**src/rtl/seq_pkg.sv**
```systemverilog
package seq_pkg;

  typedef enum logic [1:0] {
    ST_OFF     = 2'd0,
    ST_CORE_UP = 2'd1,
    ST_BOTH    = 2'd2,
    ST_DRAIN   = 2'd3
  } seqState_t;

  // strobes from control to datapath: restart the up or down delay counter
  typedef struct packed {
    logic upLoad;
    logic dnLoad;
  } seqStrobe_t;

  localparam logic [1:0] SHUT_NONE    = 2'd0;
  localparam logic [1:0] SHUT_IO_CORE = 2'd1;
  localparam logic [1:0] SHUT_PRIM    = 2'd2;
  localparam logic [1:0] SHUT_ALL     = 2'd3;

  // index of each asynchronous input in the synchronizer bank
  localparam int SIG_PRIM = 0;
  localparam int SIG_IO   = 1;
  localparam int SIG_CORE = 2;
  localparam int SIG_ENS  = 3;
  localparam int SIG_SETV = 4;
  localparam int SIG_FB   = 5;
  localparam int SIG_HEN  = 6;
  localparam int NUM_SIG  = 7;

endpackage

```
**src/rtl/seq_datapath.sv**
```systemverilog
module seq_datapath
  import seq_pkg::*;
#(
  parameter int PURST_CYC   = 64,
  parameter int UP_CYC      = 24,
  parameter int DN_CYC      = 20,
  parameter int SYNC_STAGES = 2
) (
  input  logic               clk,
  input  logic               rstN,
  input  logic [NUM_SIG-1:0] rawIn,
  input  seqStrobe_t         strobe,
  output logic               primOk,
  output logic               ioOk,
  output logic               coreOk,
  output logic               hEnOk,
  output logic               fbOk,
  output logic               ensRise,
  output logic               ensFall,
  output logic               setvRise,
  output logic               setvFall,
  output logic               ready,
  output logic               upDone,
  output logic               dnDone
);

  localparam int RW = $clog2(PURST_CYC + 1);
  localparam logic [RW-1:0] PURST_MAX = RW'(PURST_CYC);
  localparam int DMAX = (UP_CYC > DN_CYC) ? UP_CYC : DN_CYC;
  localparam int CW = $clog2(DMAX + 1);

  logic [NUM_SIG-1:0] syncd;

  // two-or-more flop synchronizer per asynchronous input
  for (genvar i = 0; i < NUM_SIG; i++) begin : g_sync
    logic [SYNC_STAGES-1:0] shReg;
    always_ff @(posedge clk) begin
      if (!rstN) shReg <= '0;
      else       shReg <= {shReg[SYNC_STAGES-2:0], rawIn[i]};
    end
    assign syncd[i] = shReg[SYNC_STAGES-1];
  end

  assign primOk = syncd[SIG_PRIM];
  assign ioOk   = syncd[SIG_IO];
  assign coreOk = syncd[SIG_CORE];
  assign hEnOk  = syncd[SIG_HEN];
  assign fbOk   = syncd[SIG_FB];

  // edge detection on the two trigger inputs
  logic ensPrev, setvPrev;
  always_ff @(posedge clk) begin
    if (!rstN) begin
      ensPrev  <= 1'b0;
      setvPrev <= 1'b0;
    end else begin
      ensPrev  <= syncd[SIG_ENS];
      setvPrev <= syncd[SIG_SETV];
    end
  end
  assign ensRise  =  syncd[SIG_ENS]  & ~ensPrev;
  assign ensFall  = ~syncd[SIG_ENS]  &  ensPrev;
  assign setvRise =  syncd[SIG_SETV] & ~setvPrev;
  assign setvFall = ~syncd[SIG_SETV] &  setvPrev;

  // power-up reset delay on the primary rail
  logic [RW-1:0] rstCnt;
  always_ff @(posedge clk) begin
    if (!rstN || !primOk)        rstCnt <= '0;
    else if (rstCnt != PURST_MAX) rstCnt <= rstCnt + 1'b1;
  end
  assign ready = primOk && (rstCnt == PURST_MAX);

  // up (index 0) and down (index 1) delay counters, loaded with length-1
  logic [1:0] cntZero;
  for (genvar k = 0; k < 2; k++) begin : g_dly
    localparam logic [CW-1:0] LOADV = CW'(((k == 0) ? UP_CYC : DN_CYC) - 1);
    logic [CW-1:0] cnt;
    logic          load;
    assign load = (k == 0) ? strobe.upLoad : strobe.dnLoad;
    always_ff @(posedge clk) begin
      if (!rstN)          cnt <= '0;
      else if (load)      cnt <= LOADV;
      else if (cnt != '0) cnt <= cnt - 1'b1;
    end
    assign cntZero[k] = (cnt == '0);
  end
  assign upDone = cntZero[0];
  assign dnDone = cntZero[1];

  // once ready, it stays ready for as long as the primary stays good
  a_r1_ready_holds: assert property (@(posedge clk) disable iff (!rstN)
    (ready && primOk) |=> (ready || !primOk));

  // ready can only rise after the primary was already good a cycle earlier
  a_r1_ready_rise: assert property (@(posedge clk) disable iff (!rstN)
    $rose(ready) |-> $past(primOk));

endmodule

```
**src/rtl/seq_control.sv**
```systemverilog
module seq_control
  import seq_pkg::*;
(
  input  logic       clk,
  input  logic       rstN,
  input  logic       voltMode,
  input  logic [1:0] shutCode,
  input  logic       primOk,
  input  logic       ioOk,
  input  logic       coreOk,
  input  logic       hEnOk,
  input  logic       fbOk,
  input  logic       ensRise,
  input  logic       ensFall,
  input  logic       setvRise,
  input  logic       setvFall,
  input  logic       ready,
  input  logic       upDone,
  input  logic       dnDone,
  output seqStrobe_t strobe,
  output logic       gateH,
  output logic       gateM,
  output logic       gateL
);

  seqState_t state, stateNext;
  logic seqOn;
  logic trigRise, trigFall, softStop, hardKill, permit, stepUp, hOff;

  assign trigRise = voltMode ? setvRise : ensRise;
  assign trigFall = voltMode ? setvFall : ensFall;
  assign softStop = (shutCode == SHUT_IO_CORE) || (shutCode == SHUT_ALL);
  assign hOff     = (shutCode == SHUT_PRIM)    || (shutCode == SHUT_ALL);
  assign hardKill = !ready || !coreOk;
  assign permit   = seqOn && ready && ioOk && coreOk && !softStop;
  assign stepUp   = voltMode ? fbOk : upDone;

  // standing sequence request, set by a rising and cleared by a falling trigger
  always_ff @(posedge clk) begin
    if (!rstN)         seqOn <= 1'b0;
    else if (trigRise) seqOn <= 1'b1;
    else if (trigFall) seqOn <= 1'b0;
  end

  always_comb begin
    stateNext     = state;
    strobe.upLoad = 1'b0;
    strobe.dnLoad = 1'b0;
    case (state)
      ST_OFF: begin
        if (permit) begin
          stateNext     = ST_CORE_UP;
          strobe.upLoad = 1'b1;
        end
      end
      ST_CORE_UP: begin
        if (hardKill) stateNext = ST_OFF;
        else if (!permit) begin
          stateNext     = ST_DRAIN;
          strobe.dnLoad = 1'b1;
        end else if (stepUp) stateNext = ST_BOTH;
      end
      ST_BOTH: begin
        if (hardKill) stateNext = ST_OFF;
        else if (!permit) begin
          stateNext     = ST_DRAIN;
          strobe.dnLoad = 1'b1;
        end
      end
      ST_DRAIN: begin
        if (hardKill || dnDone) stateNext = ST_OFF;
      end
      default: stateNext = ST_OFF;
    endcase
  end

  always_ff @(posedge clk) begin
    if (!rstN) begin
      state <= ST_OFF;
      gateH <= 1'b0;
    end else begin
      state <= stateNext;
      gateH <= hEnOk && primOk && !hOff;
    end
  end

  assign gateM = (state == ST_BOTH);
  assign gateL = (state != ST_OFF);

  // the I/O enable is never on without the core enable
  a_r3_core_first: assert property (@(posedge clk) disable iff (!rstN)
    gateM |-> gateL);

  // the I/O enable rises only after the core enable was already on
  a_r3_m_after_l: assert property (@(posedge clk) disable iff (!rstN)
    $rose(gateM) |-> $past(gateL));

  // losing ready removes both sequenced enables on the next edge
  a_r10_ready_gate: assert property (@(posedge clk) disable iff (!rstN)
    !ready |=> (!gateL && !gateM));

  // a core fault drops the core enable at once
  a_r9_core_kill: assert property (@(posedge clk) disable iff (!rstN)
    !coreOk |=> !gateL);

  // codes 2 and 3 force the primary enable low
  a_r2_shut_h: assert property (@(posedge clk) disable iff (!rstN)
    ((shutCode == SHUT_PRIM) || (shutCode == SHUT_ALL)) |=> !gateH);

endmodule

```
**src/rtl/supply_seq_ctrl.sv**
```systemverilog
module supply_seq_ctrl
  import seq_pkg::*;
#(
  parameter int PURST_CYC   = 64,
  parameter int UP_CYC      = 24,
  parameter int DN_CYC      = 20,
  parameter int SYNC_STAGES = 2
) (
  input  logic       clk,
  input  logic       rstN,
  input  logic       voltMode,
  input  logic [1:0] shutCode,
  input  logic       primaryGood,
  input  logic       ioGood,
  input  logic       coreGood,
  input  logic       ensIn,
  input  logic       setvIn,
  input  logic       fbAboveRef,
  input  logic       primGateEn,
  output logic       ready,
  output logic       gateH,
  output logic       gateM,
  output logic       gateL,
  output logic       statH,
  output logic       statM,
  output logic       statL
);

  logic [NUM_SIG-1:0] rawIn;
  seqStrobe_t strobe;
  logic primOk, ioOk, coreOk, hEnOk, fbOk;
  logic ensRise, ensFall, setvRise, setvFall, upDone, dnDone;

  always_comb begin
    rawIn           = '0;
    rawIn[SIG_PRIM] = primaryGood;
    rawIn[SIG_IO]   = ioGood;
    rawIn[SIG_CORE] = coreGood;
    rawIn[SIG_ENS]  = ensIn;
    rawIn[SIG_SETV] = setvIn;
    rawIn[SIG_FB]   = fbAboveRef;
    rawIn[SIG_HEN]  = primGateEn;
  end

  seq_datapath #(
    .PURST_CYC(PURST_CYC), .UP_CYC(UP_CYC), .DN_CYC(DN_CYC), .SYNC_STAGES(SYNC_STAGES)
  ) u_dp (
    .clk(clk), .rstN(rstN), .rawIn(rawIn), .strobe(strobe),
    .primOk(primOk), .ioOk(ioOk), .coreOk(coreOk), .hEnOk(hEnOk), .fbOk(fbOk),
    .ensRise(ensRise), .ensFall(ensFall), .setvRise(setvRise), .setvFall(setvFall),
    .ready(ready), .upDone(upDone), .dnDone(dnDone)
  );

  seq_control u_ctl (
    .clk(clk), .rstN(rstN), .voltMode(voltMode), .shutCode(shutCode),
    .primOk(primOk), .ioOk(ioOk), .coreOk(coreOk), .hEnOk(hEnOk), .fbOk(fbOk),
    .ensRise(ensRise), .ensFall(ensFall), .setvRise(setvRise), .setvFall(setvFall),
    .ready(ready), .upDone(upDone), .dnDone(dnDone), .strobe(strobe),
    .gateH(gateH), .gateM(gateM), .gateL(gateL)
  );

  // status bits mirror the commanded enables
  assign statH = gateH;
  assign statM = gateM;
  assign statL = gateL;

endmodule

```
**config.mk**
```make
export PLATFORM = sky130hd
export DESIGN_NAME = supply_seq_ctrl
export DESIGN_NICKNAME = d
export VERILOG_FILES = /design/src/rtl/seq_pkg.sv /design/src/rtl/seq_datapath.sv /design/src/rtl/seq_control.sv /design/src/rtl/supply_seq_ctrl.sv
export SDC_FILE = /design/constraint.sdc
export NUM_CORES = 1
export LEC_CHECK = 0
export CORE_AREA = 2 2 77 64
export CTS_CLUSTER_DIAMETER = 50
export DETAILED_ROUTE_END_ITERATION = 12
export DIE_AREA = 0 0 79 66
export DONT_BUFFER_PORTS = 1
export GPL_TIMING_DRIVEN = 0
export PLACE_DENSITY = 0.5
export SYNTH_ARGS = -nofsm -noshare
export SYNTH_HDL_FRONTEND = slang
export SYNTH_SLANG_ARGS = --single-unit
```
**constraint.sdc**
```tcl
create_clock -name clk -period 1.9 [get_ports clk]
set_input_delay 0.38 -clock clk [delete_from_list [all_inputs] [get_ports clk]]
set_output_delay 0.38 -clock clk [all_outputs]
set_load 0.01 [all_outputs]
```
* Yosys cells after proc, flatten, opt, wreduce, memory -nomap -nowiden
Cells that the tools add are included.
** Word-level totals
- Register bits :: 37
- Bits in latches :: 0
- Bits in writable memories :: 0
- Bits in read-only memories :: 0
- Output and inout port bits :: 7
- Logic and storage cells :: 94
- Memories :: 0
** Cells by class
- Add/subtract/negate cells :: 3
- Multipliers :: 0
- Divide/modulo/power cells :: 0
- $lt $le $gt $ge :: 0
- Eq/ne operators :: 12
- Shift operators :: 0
- Muxes and demuxes :: 22
- Bitwise gates (word level) :: 9
- Reductions and logical operators :: 31
** Operators by type and width (count)
- $mux 5 :: 4
- $mux 2 :: 7
- $logic_not 5->1 :: 2
- $mux 1 :: 10
- $reduce_bool 5->1 :: 2
- $sub 5x1->5 const B :: 2
- $eq 2x2->1 const B :: 4
- $pmux 2 s4 :: 1
- $reduce_bool 2->1 :: 4
- $add 7x1->7 const B :: 1
- $eq 7x7->1 const B :: 1
- $logic_and 1x1->1 :: 7
- $ne 7x7->1 const B :: 1
- $logic_not 1->1 :: 6
- $reduce_or 2->1 :: 3
- $logic_or 1x1->1 :: 5
- $not 1->1 :: 5
- $and 1x1->1 :: 4
- $eq 2x1->1 const B :: 2
- $ne 2x1->1 const B :: 2
- $ne 4x3->1 const B :: 1
- $reduce_and 4->1 :: 1
- $ne 3x2->1 const B :: 1
- $logic_not 2->1 :: 1

* Longest topological paths before layout
Gate-level depths: netlist (run 1).
- Word-level depth :: 10
- Gate-level depth with buffers :: 8
- Gate-level depth less buffers :: 7

* Hierarchy
A second synthesis (run 1) with hierarchy kept.
** Second synthesis, totals
- Cells, all modules :: 167
- Area, all modules :: 1659.1 sq um
** By module, submodules not included
- seq_datapath :: times used 1, cells an instance 124, area an instance 1262.5 sq um, seq. area each 660.6 sq um
- seq_control :: times used 1, cells an instance 40, area an instance 374.1 sq um, seq. area each 80.1 sq um
- supply_seq_ctrl :: times used 1, cells an instance 3, area an instance 22.5 sq um, seq. area each 0.0 sq um

* Worst setup path before layout (run 1)
Ideal clock, no wire load.
- Path kind :: flip-flop to output port
- Start :: reg u_dp.rstCnt[2]
- End :: out ready
- Arrival time :: 1.567 ns
- Data required time :: 1.520 ns
- Slack :: -0.047 ns
- Cell stages (with the launch flop) :: 5
- Path through :: dfxtp_1 > or4b_4 > or3b_1 > buf_6 > nor2_1
** Between the ends
- Cells in the longest elaborated chain, start to end :: 2
** RTL lines
- from (decl) :: RTL line seq_datapath.sv:67 : logic [RW-1:0] rstCnt;
- from (signal assigned) :: RTL line seq_datapath.sv:70 : else if (rstCnt != PURST_MAX) rstCnt <= rstCnt + 1'b1;
- $eq 7x7->1 :: RTL line seq_datapath.sv:72 : assign ready = primOk && (rstCnt == PURST_MAX);
- $logic_and 1x1->1 :: RTL line seq_datapath.sv:72
- to (decl) :: RTL line supply_seq_ctrl.sv:20 : output logic ready,
No other way between the ends.

* Final worst setup path (run 1)
- Start :: reg u_dp.rstCnt[3]
- End :: out ready
The elaborated chain is that of the path after synthesis.

==> results of run 1 <==
[cell families (layout without fill, tap and decap cells)]
kind of cell | after synthesis | in the layout
fa+ha+maj | 12 | 12
flops | 37 | 37
simple gates | 69 | 69
buf+inv | 20 | 33
compound gates | 18 | 18
mux | 2 | 2
xor+xnor | 12 | 12
[worst max-delay path by stage]
| stage | from | end | slack [ns] | cells after the start |
|---|---|---|---|---|
| 2_1_floorplan | u_dp.rstCnt[2]$_SDFFE_PP0P_ | ready | 0.02 | 4 |
| 3_3_place_gp | u_dp.rstCnt[2]$_SDFFE_PP0P_ | ready | -0.03 | 4 |
| 3_5_place_dp | u_dp.g_dly[1].cnt[0]$_SDFFE_PN0P_ | u_ctl.state[0]$_SDFFE_PN0P_ | -0.05 | 8 |
| 4_1_cts | u_dp.rstCnt[4]$_SDFFE_PP0P_ | ready | -0.25 | 4 |
| 5_1_grt | u_dp.rstCnt[3]$_SDFFE_PP0P_ | ready | -0.24 | 3 |
| 6_report | u_dp.rstCnt[3]$_SDFFE_PP0P_ | ready | -0.19 | 3 |
[Yosys cell counts, types with 3 or more instances]
library cell | n | share of area [%]
ha_1 | 10 | 7.6
xor2_1 | 4 | 2.1
clkbuf_1 | 3 | 0.68
inv_1 | 12 | 2.7
nand3_1 | 6 | 1.8
nor2_1 | 17 | 3.9
xnor2_1 | 8 | 4.3
a21boi_0 | 3 | 1.4
o21a_1 | 3 | 1.4
dfxtp_1 | 37 | 45
and2_1 | 16 | 6.1
nor3_1 | 5 | 1.5
nand2_1 | 8 | 1.8
buf_4 | 3 | 1.4
[critical path, stage by stage (launching register included)]
cell and delay (ns):
dfxtp_2 0.34, or4b_4 0.52, or3b_4 0.43, nor2_4 0.14
[routing by layer]
layer / up-vias / wire [microns] / part of all wire, %
li1: 582 / - / -
met4: 0 / 38 / 1.4
met1: 508 / 1330 / 48
met3: 5 / 100 / 3.6
met5: - / 0 / 0
met2: 18 / 1300 / 47
[metrics by stage]
stage                     utilization [%]  total power [mW]
after floorplan                         -              1.64
after global placement               38.8              1.75
after detailed placement             38.8              1.78
after CTS                            41.9              2.47
after global routing                 43.2              2.77
final                                43.2              2.57
[placed cells by master, fill, tap and decap left out, types with 2 or more instances in the layout]
master,n
clkbuf_8,5
and2_1,16
xnor2_1,8
nor2_1,16
a21boi_0,3
nor3b_1,2
nor2b_1,2
buf_4,9
mux2i_1,2
and3_1,2
xor2_1,4
o21a_1,3
inv_1,10
nand3_1,6
dfxtp_2,4
or4b_4,2
nor3_1,4
nand2_1,8
maj3_1,2
clkbuf_1,4
inv_2,2
nor2_4,2
dfxtp_1,33
nor2_2,2
ha_1,9
[power by group through the flow]
stage	clock network [mW]	logic, mW	registers (mW)
global placement	0	0.739	1.02
finish	0.665	0.890	1.01
floorplan	0	0.646	0.998
detailed placement	0	0.757	1.02
global route	0.722	1.01	1.03
CTS	0.693	0.772	1.00
[area by class of cell]
type                       count  area [sq um]
fill                         459          2530
multi-input combinational    113           858
sequential                    37           746
tap                           60          75.1
clock buffer                   6          72.6
timing repair buffer           6          45.0
buffer                         7          45.0
inverter                      12          45.0
clock inverter                 2          38.8
[what timing repair did]
action / CTS / global route
gates resized for setup: 4 / 13
setup endpoints to repair: 2 / 3
endpoints found under the hold margin: 0 / 0
pin swaps: 2 / 3
gates cloned: 0 / 0
buffers inserted: 2 / 4
[registers in the layout (all words and copies together), names as in the netlist]
name / flops
u_dp.rstCnt: 7
u_dp.setvPrev: 1
u_ctl.gateH: 1
u_ctl.state: 2
u_dp.g_sync.shReg: 14
u_ctl.seqOn: 1
u_dp.ensPrev: 1
u_dp.g_dly.cnt: 10
==> results.cfg, run 1 <==
[routing]
ant_nets = 0
dr.pass1.iters = 4
route.detailed.drc = 0
wl_microns = 2770
num_vias = 1113
wire_per_inst_microns = 11.4
drtIter0Drc = 16
routed_via_density = 4.58

[timing]
fin_crit_sh_pct = 110
hold_viol_final = 0
worst_pin_slew_ns = 0.434
rsz0062_at_grt = true
timing.final.ws_setup_ns = -0.192
setup_violations = 1
hold_ws_ns = 0.160
relSlewSlack_pct = 71.1
setup_tns_ns = -0.192
period_needed_ns = 2.09
skew_ns = 0.0112
fmax_mhz = 478
slew_violations = 0

[floorplan]
start_util_pct = 36.9
fp.dieArea_sq_mm = 0.00521
die_y_microns = 66
dieWidth_microns = 79
rows = 22
boundaryPins = 19
core-area_sq_mm = 0.00446

[flow_run]
maxCapViolCount = 0

[synthesis]
synthFlopType = dfxtp_1
synth_edf_count = 0
ys_types = 42
synthArstFlopShare_pct = 0
avgSynthCellArea_sq_um = 9.69
syn-cell-area_sq_mm = 0.00165
post_synth_xor_area_fraction_pct = 6.38
synth_adder_area_share_pct = 8.81
syn-num-nets = 192
syn_inst = 170
ys_ff_latch = 37
synth_compound_area_share_pct = 8.36
synth.area.mux_share_pct = 1.22
synth_top_family_by_area = simple AND/OR/NAND/NOR gates
yosys.area_share.simple_pct = 24.5
yosys_warnings = 0
ys_seq_area_share_pct = 45.0

[cts]
cts_root_buf = clkbuf_8
cts_tree = done
cts.clk_slew.worst_paths_ns = 0.07
hold_buffers = 0
clock_latency_ns = 0.28
ctsLongestPathBuffers = 2
cts_sinks = 37
htreeDepth = 2
cts_buffers = 5

[min_path]
whs_path_depth = 1
holdCritStartpoint = shutCode[1]
hold_end = u_ctl.gateH$_SDFF_PN0_
holdCritPathClass = primary input to register

[global_routing]
grt_pass1_wl_microns = 4890
grt_pass1_vias = 1100
met3_usage_pct = 3.83
busiest_layer = met2
grt_max_degree = 13
grt_remaining_overflow = 0
track_usage_pct = 12.2
grtUsageMet2_pct = 19.2
antenna_found_initial = 0
met1_usage_pct = 15.3

[placement]
place_inst = 230
gp_congestion = 0.784
port-buffer-count = 0
hpwl_microns = 2000
placed_cell_area_sq_mm = 0.00173
place_ws_ns = -0.0538

[pwr]
p_sw_share_pct = 30.7
power_frac_seq_pct = 39.4
combPwrFrac_pct = 34.7
power.leakage_nw = 0.739
clkPwrFrac_pct = 25.9
power.internal_mw = 1.78
ir_worst_vdd_mv = 0.654
power.switching_mw = 0.787
power_density_mw_per_mm2 = 1330

[worst_setup_path]
start_kind = register
crit_path_end_kind = primary output
path_max_fanout = 4
worst_ep_arrival_time_ns = 1.71
r2r_start = u_dp.rstCnt[3]$_SDFFE_PP0P_
r2r_end = u_ctl.state[0]$_SDFFE_PN0P_
worst_r2r_path_depth = 6
rrSetupSlack_ns = 0.03
cp_data_required_time_ns = 1.52
crit_type = register to primary output

[outcome]
status = finished with violations
violations = negative setup slack

[layout]
num_antenna_cells = 0
fin_cells = 243
layout-drive-gt1-share_pct = 21.9
nets = 204
syn_to_final_growth_pct = 16.9
fin_area_sq_mm = 0.00193
Power figures use the tool's default switching activity.
==> run 2, diff against run 1 <==
--- a/config.mk
+++ b/config.mk
@@ -11,7 +11,7 @@
 export DIE_AREA = 0 0 79 66
 export DONT_BUFFER_PORTS = 1
 export GPL_TIMING_DRIVEN = 0
-export PLACE_DENSITY = 0.5
+export PLACE_DENSITY = 0.48
 export SYNTH_ARGS = -nofsm -noshare
 export SYNTH_HDL_FRONTEND = slang
 export SYNTH_SLANG_ARGS = --single-unit
==> constraint.sdc (replaced) <==
create_clock -name clk -period 2.3 [get_ports clk]
set_input_delay 0.46 -clock clk [delete_from_list [all_inputs] [get_ports clk]]
set_output_delay 0.46 -clock clk [all_outputs]
set_load 0.01 [all_outputs]
==> results.cfg, run 2 (synthesized netlist as in run 1, its figures left out) <==
[outcome]
status = finished, final reports clean

[timing]
fin_crit_sh_pct = 97.1
hold_viol_final = 0
fmax_mhz = 448
skew_ns = 0.00539
relSlewSlack_pct = 71.6
worst_pin_slew_ns = 0.425
period_needed_ns = 2.23
rsz0062_at_grt = false
slew_violations = 0
setup_tns_ns = 0
setup_violations = 0

[layout]
fin_area_sq_mm = 0.00182
num_antenna_cells = 0
most-common-layout-cells = 35 x dfxtp_1, 16 x and2_1, 16 x nor2_1
fin_cells = 238
top_register = u_dp.g_sync.shReg
layout_commonest_cell = dfxtp_1
n_fill_cell = 446
largest_reg_flops = 14
syn_to_final_growth_pct = 10.6
nets = 199
biggestRegsByFlops = u_dp.g_sync.shReg: 14 flops, u_dp.g_dly.cnt: 10 flops, u_dp.rstCnt: 7 flops
layout-drive-gt1-share_pct = 14.0

[cts]
clock_latency_ns = 0.29
cts_tree = done
htreeDepth = 2
cts_root_buf = clkbuf_8
ctsLongestPathBuffers = 2
cts_buffers = 5
cts_sinks = 37
cts.clk_slew.worst_paths_ns = 0.08

[min_path]
holdCritPathClass = primary input to register

[worst_setup_path]
cp_slowest_cell = or4b_4
crit_type = register to primary output
path_max_fanout = 5
crit_path_end_kind = primary output
start_kind = register
worst_ep_arrival_time_ns = 1.77
cp_data_required_time_ns = 1.84
path_cells = or4b_4, or3b_4, nor2_4
slowest_delay_ns = 0.55

[routing]
num_vias = 1098
ant_nets = 0
route.detailed.drc = 0
wire_per_inst_microns = 11.5
routed_via_density = 4.61
wl_microns = 2730
dr.pass1.iters = 4
drtIter0Drc = 12

[floorplan]
rows = 22
boundaryPins = 19
dieWidth_microns = 79
die_y_microns = 66
start_util_pct = 36.9
fp.dieArea_sq_mm = 0.00521
core-area_sq_mm = 0.00446

[placement]
placed_cell_area_sq_mm = 0.00172
gp_congestion = 0.733
hpwl_microns = 2070
place_inst = 230
port-buffer-count = 0

[global_routing]
track_usage_pct = 11.8
antenna_found_initial = 0
grt_pass1_vias = 1055
grt_pass1_wl_microns = 4620
grt_max_degree = 14
grt_remaining_overflow = 0

[flow_run]
maxCapViolCount = 0

[pwr]
ir_worst_vdd_mv = 0.496
power_density_mw_per_mm2 = 1040
power_mw = 1.90
power.leakage_nw = 0.691
run 2: path summary, 6_finish.rpt:
check                           depth (start not counted)  slack [ns]                          startpoint                                 end
worst min register to register                          1        0.44  u_dp.g_sync[2].shReg[0]$_SDFF_PN0_  u_dp.g_sync[2].shReg[1]$_SDFF_PN0_
worst max register to register                          8        0.37   u_dp.g_dly[1].cnt[0]$_SDFFE_PN0P_         u_ctl.state[0]$_SDFFE_PN0P_
worst max-delay path                                    3        0.07         u_dp.rstCnt[4]$_SDFFE_PP0P_                               ready
worst min-delay path                                    1        0.24                         shutCode[1]              u_ctl.gateH$_SDFF_PN0_
run 2: worst max-delay path: cells and delay by family, from the launching register on:
kind / cells / cell delay [ns]
flip-flops: 1 / 0.33
AND/OR/NAND/NOR: 3 / 1.16
run 2: cell type report:
type	instances	area (sq um)	area share, %
Tap cell	60	75.1	4.12
Clock buffer	5	68.8	3.78
Inverter	12	45.0	2.47
Sequential cell	37	743	40.8
Clock inverter	3	21.3	1.17
Multi-Input combinational cell	113	821	45.1
Timing Repair Buffer	1	7.51	0.412
Buffer	7	38.8	2.13
run 2: stage by stage:
stage               hold WS, ns  utilization (%)  worst slack, ns
finish                    0.236             40.8           0.0672
CTS                       0.224             41.0          0.00313
global placement          0.418             38.6            0.191
global route              0.215             40.8           0.0156
floorplan                 0.412                -            0.273
detailed placement        0.420             38.6            0.185
run 2: per-layer routing:
metal / vias to the layer above / global-route usage [%] / share of wire, %
met4: 0 / 5.17 / 1.2
met3: 5 / 4.64 / 5.4
li1: 569 / - / -
met2: 17 / 18.3 / 43
met5: - / 0 / 0
met1: 507 / 14.6 / 50
run 2: report_power, final:
part | internal [mW] | switching [mW] | total (mW) | leakage (nW)
Sequential | 0.742 | 0.0871 | 0.829 | 0.305
Clock | 0.215 | 0.239 | 0.453 | 0.0445
Combinational | 0.315 | 0.302 | 0.617 | 0.342
run 2: what timing repair did:
item,4_1_cts,5_1_grt
gates resized for setup,2,3
setup buffers,1,0
hold buffers,0,0
pin swaps,1,2
endpoints found under the setup margin,1,1
